--- src/rtl/uart_ito_pkg.sv ---
package uart_ito_pkg;
  localparam int unsigned CNT_W = 16;
  typedef logic [CNT_W-1:0] cnt_t;
endpackage

--- src/rtl/ito_ctrl.sv ---
module ito_ctrl (
  input  logic clk_i,
  input  logic rst_ni,
  input  logic bit_tick_i,
  input  logic char_rx_i,
  input  logic start_to_i,
  input  logic cfg_nz_i,
  input  logic expire_i,
  output logic load_o,
  output logic dec_o
);
  logic run_q;

  // reload on every character; a zero value leaves the counter stopped
  assign load_o = char_rx_i;
  assign dec_o  = run_q && bit_tick_i && !char_rx_i && !start_to_i;

  always_ff @(posedge clk_i or negedge rst_ni) begin
    if (!rst_ni)          run_q <= 1'b0;
    else if (char_rx_i)   run_q <= cfg_nz_i;
    else if (start_to_i)  run_q <= 1'b0;
    else if (expire_i)    run_q <= 1'b0;
  end


  frozen_stays_chk: assert property (@(posedge clk_i) disable iff (!rst_ni)
    (!run_q && !char_rx_i) |=> !run_q);
endmodule

--- src/rtl/ito_counter.sv ---
module ito_counter
  import uart_ito_pkg::*;
(
  input  logic clk_i,
  input  logic rst_ni,
  input  logic load_i,
  input  logic dec_i,
  input  cnt_t val_i,
  output logic expire_o
);
  cnt_t cnt_q;

  assign expire_o = dec_i && (cnt_q == cnt_t'(1));

  always_ff @(posedge clk_i or negedge rst_ni) begin
    if (!rst_ni)                        cnt_q <= '0;
    else if (load_i)                    cnt_q <= val_i;
    else if (dec_i && cnt_q != '0)      cnt_q <= cnt_q - cnt_t'(1);
  end


  reload_value_chk: assert property (@(posedge clk_i) disable iff (!rst_ni)
    load_i |=> (cnt_q == $past(val_i)));

  no_count_up_chk: assert property (@(posedge clk_i) disable iff (!rst_ni)
    (!load_i) |=> (cnt_q <= $past(cnt_q)));
endmodule

--- src/rtl/ito_status.sv ---
module ito_status (
  input  logic clk_i,
  input  logic rst_ni,
  input  logic cfg_nz_i,
  input  logic start_to_i,
  input  logic expire_i,
  input  logic irq_en_i,
  output logic status_o,
  output logic irq_o
);
  logic status_q;

  always_ff @(posedge clk_i or negedge rst_ni) begin
    if (!rst_ni)          status_q <= 1'b0;
    else if (!cfg_nz_i)   status_q <= 1'b0;
    else if (start_to_i)  status_q <= 1'b0;
    else if (expire_i)    status_q <= 1'b1;
  end

  assign status_o = status_q;
  assign irq_o    = status_q && irq_en_i;


  sticky_status_chk: assert property (@(posedge clk_i) disable iff (!rst_ni)
    (status_q && !start_to_i && cfg_nz_i) |=> status_q);
endmodule

--- src/rtl/uart_idle_timeout.sv ---
module uart_idle_timeout
  import uart_ito_pkg::*;
(
  input  logic             clk_i,
  input  logic             rst_ni,
  input  logic             bit_tick_i,
  input  logic             char_rx_i,
  input  logic [CNT_W-1:0] to_value_i,
  input  logic             start_to_i,
  input  logic             irq_en_i,
  output logic             timeout_o,
  output logic             irq_o
);
  logic cfg_nz, load, dec, expire;

  assign cfg_nz = (to_value_i != '0);

  ito_ctrl u_ctrl (
    .clk_i, .rst_ni, .bit_tick_i, .char_rx_i, .start_to_i,
    .cfg_nz_i(cfg_nz), .expire_i(expire), .load_o(load), .dec_o(dec)
  );

  ito_counter u_cnt (
    .clk_i, .rst_ni, .load_i(load), .dec_i(dec), .val_i(to_value_i),
    .expire_o(expire)
  );

  ito_status u_stat (
    .clk_i, .rst_ni, .cfg_nz_i(cfg_nz), .start_to_i, .expire_i(expire),
    .irq_en_i, .status_o(timeout_o), .irq_o
  );


  rise_on_tick_chk: assert property (@(posedge clk_i) disable iff (!rst_ni)
    $rose(timeout_o) |-> $past(bit_tick_i));

  zero_disables_chk: assert property (@(posedge clk_i) disable iff (!rst_ni)
    (to_value_i == '0) |=> !timeout_o);

  start_clears_chk: assert property (@(posedge clk_i) disable iff (!rst_ni)
    start_to_i |=> !timeout_o);

  irq_gated_chk: assert property (@(posedge clk_i) disable iff (!rst_ni)
    irq_o |-> (timeout_o && irq_en_i));
endmodule

--- config.mk ---
export PLATFORM = sky130hd
export DESIGN_NAME = uart_idle_timeout
export DESIGN_NICKNAME = d
export VERILOG_FILES = /design/src/rtl/uart_ito_pkg.sv /design/src/rtl/ito_ctrl.sv /design/src/rtl/ito_counter.sv /design/src/rtl/ito_status.sv /design/src/rtl/uart_idle_timeout.sv
export SDC_FILE = /design/constraint.sdc
export NUM_CORES = 1
export LEC_CHECK = 0
export ABC_AREA = 1
export ABC_CLOCK_PERIOD_IN_PS = 1800
export BUFFER_PORTS_ARGS = -buffer_cell sky130_fd_sc_hd__buf_2
export CORE_UTILIZATION = 55
export DETAILED_ROUTE_END_ITERATION = 10
export MAX_ROUTING_LAYER = met4
export PLACE_DENSITY = 0.78
export SETUP_SLACK_MARGIN = 0.2
export SLEW_MARGIN = 20
export SYNTH_ARGS = -nofsm -noshare
export SYNTH_HDL_FRONTEND = slang
export SYNTH_SLANG_ARGS = --single-unit
--- constraint.sdc ---
create_clock -name clk_i -period 1.8 [get_ports clk_i]
set_input_delay 0.18 -clock clk_i [delete_from_list [all_inputs] [get_ports clk_i]]
set_output_delay 0.18 -clock clk_i [all_outputs]
set_load 0.02 [all_outputs]
==> summary.log <==
[status] run status completed
[grt] number of antenna violations at the first check in global routing 0
[yosys] part of the Yosys area used for sequential elements 32.11%
[yosys] synth cell count leaders nand2_1, nand3_1, nor2_1, dfrtp_1, inv_1
[timing] number of hold violations in the final report 0
[grt] global-route track usage on met2 48.52%
[grt] met3 Use GR 2.609%
[timing] count of endpoints failing setup in the final report 0
[clocking] number of H-tree levels 1
[yosys] cell area after synthesis 1403 sq um
[critical_path] crit end category register
[flow_run] max-cap check violation count 0
[power] total power per unit cell area 651.4 nW/um^2
[final_layout] area occupied by registers 450.4 sq um
[timing] post-route clock skew 0.002002 ns
[placed_design] count of buffers from port buffering 23
[grt] met1 demand-to-capacity share in global routing 37.99%
[timing] post-route clock period utilization 82.76%
[floorplanning] area enclosed by the die boundary 2756 sq um
[yosys] Synth Net Count 242
[timing] slew at the pin with the worst max-slew slack 0.4237 ns
[clocking] later-pin clock latency in the skew report 0.30 ns
[critical_path] worst path required time 1.99 ns
[timing] crit path time final 1.490 ns
[route] detailed-route via count 1,459
[yosys] Syn Inst Count 218
[power] leakage power 0.8694 nW
[clocking] root buffer cell clkbuf_4
[grt] routing layer with the top usage in global route met2
[timing] Worst slew margin 71.76%
[yosys] top post-synthesis cells by area dfrtp_1, nand2_1, nand3_1
[placed_design] global placer's final weighted congestion 0.9261
[power] worst voltage drop across the vdd grid 0.6355 mV
[route] aggregate routed wire length 3.483 mm
[grt] vias in the first global route 1,328
[route] routed length per instance 12.53 um
[floorplanning] overall die height 52.50 um
[final_layout] fraction of final layout cells with drive strength greater than 1 21.60%
[route] DRT Pass-1 Iters 4
[yosys] number of synthesized flops with an enable pin 0
[floorplanning] starting density of the core 61.06%
[placed_design] Post-Place Worst Slack 0.1290 ns
[critical_path] type of the worst setup path reg -> reg
[final_layout] filler instances 200
[floorplanning] io pins 24
[yosys] share of the synthesized area in the top cell type 32.11%
[timing] FMAX 0.6713 GHz
[grt] Total GRT Usage 29.78%
[yosys] Syn Area/Cell 6.434 sq um
[route] Detailed Route Iter0 Violations 60
[final_layout] total area of multi-input combinational cells 870.8 sq um
[clocking] post-CTS clock slew at the launch and capture registers of the worst setup and hold paths 0.11 ns
[floorplanning] number of rows created at floorplan 17
[final_layout] layout overhead on the synthesized area 18.20%
[placed_design] detailed-placement wirelength estimate 2.509 mm
[route] detailed-route vias per instance 5.248
[grt] wire length of the first global-routing pass 5.816 mm
[yosys] most repeated cell in the gate-level netlist after synthesis nand2_1
[timing] RSZ-0062 raised after global routing no
[final_layout] Nets 276
[clocking] clock sink count 18
[timing] Max Slew Vio Count 0
[clocking] TritonCTS buffer count 3
[yosys] flops & latches, synth 18
[floorplanning] Floorplan Core Area 2297 sq um
[critical_path] critical path startpoint category register
[clocking] Clock Tree Buf Depth 2
[yosys] cell taking the most area after synthesis dfrtp_1
[route] number of antenna-violating nets in the routed design 0
[final_layout] Diodes inserted 0
[timing] worst hold slack across all endpoints 0.1059 ns
[timing] Final Worst Setup Slack 0.3104 ns
[yosys] Synth async-reset ratio 100.0%
[grt] pin count of the biggest net entering global routing 24
[critical_path] worst-path maximum fanout 11
[grt] total gr overflow 0
[worst_hold_path] kind of path behind the tightest hold check in -> reg
[yosys] dominant synthesized flop cell dfrtp_1
[yosys] count of yosys warnings during synthesis 0
[route] remaining design rule violation count 0
[clocking] CTS tree yes
[critical_path] arrival time of data at the critical path endpoint 1.68 ns
[final_layout] final core utilization 72.17%
[floorplanning] width of the die 52.50 um
[timing] accumulated negative setup slack 0 ns
[yosys] distinct cell type count of the synthesized netlist 25
sequential cells by signal, summed over array words and instances, names as in the netlist:
signal / flops
u_cnt.cnt_q: 16
u_stat.status_o: 1
u_ctrl.run_q: 1
where the power goes:
part	internal, mW	switching [mW]	total [mW]
sequential	0.450	0.0544	0.505
combinational	0.146	0.215	0.361
clock	0.0782	0.135	0.214
total	0.675	0.405	1.08
critical path, cell delays in order, from the launching register on:
cell     delay [ns]
dfrtp_1        0.41
inv_2          0.09
ha_4           0.15
nand3_4        0.10
nor2_4         0.17
nand2_4        0.08
nand2_8        0.12
inv_4          0.08
nand2_1        0.09
nand3_1        0.08
through the flow:
step	instances	total power, mW	instance area [sq um]
2_1_floorplan	218	0.7323	1403
3_3_place_gp	266	0.8163	1528
3_5_place_dp	266	0.8236	1528
4_1_cts	271	1.046	1573
5_1_grt	278	1.160	1658
6_report	278	1.080	1658
final timing paths:
kind	endpoint	startpoint	slack, ns	cells past startpoint
min in group asynchronous	u_cnt.cnt_q[4]	rst_ni	0.33	2
hold reg to reg	u_cnt.cnt_q[2]	u_cnt.cnt_q[2]	0.57	2
max in group asynchronous	u_cnt.cnt_q[8]	rst_ni	1.17	2
hold / removal	u_cnt.cnt_q[9]	to_value_i[9]	0.11	3
setup reg to reg	u_cnt.cnt_q[13]	u_cnt.cnt_q[0]	0.31	9
setup / recovery	u_cnt.cnt_q[13]	u_cnt.cnt_q[0]	0.31	9
layout make-up:
cell class / count / area share (%)
Multi-Input combinational cell: 177 / 52.53
Sequential cell: 18 / 27.17
Tap cell: 28 / 2.113
Clock buffer: 3 / 1.358
Timing Repair Buffer: 33 / 12.38
Inverter: 19 / 4.453
kinds of logic after synthesis:
group,Yosys count,share of synthesized area [%]
AOI/OAI and AO/OA,10,3.747
xor gates and xnor gates,1,0.6246
adders and majority gates,2,1.784
buffers and inverters,23,7.404
DFF,18,32.11
and+or+nand+nor,164,54.33
layout by cell type (no fill, tap or decap), types with 2 or more instances in the layout:
cell      count
nand3_2       2
nand2_1      83
a21oi_1       2
nor2_1       26
dfrtp_1      18
nor2_4        2
inv_1        14
buf_2        23
nand2_4       2
nand3b_1      6
nand2_2       2
nand3_1      33
nor2_2        3
buf_4         8
clkbuf_4      3
o21ai_0       5
nor4_1        2
o21ai_1       2
inv_2         3
per-layer routing:
layer	vias up	wire (um)
met1	632	1545
li1	761	-
met2	61	1650
met5	-	0
met3	5	229
met4	0	57
timing repair:
action                     CTS  global route
pin swaps                    1             2
setup buffers                1             7
setup endpoints to repair   16            16
hold buffers                 1             0
gates resized for setup      2             5
hold endpoints to repair    18             0
No activity file was read; power rests on OpenSTA's default activity.
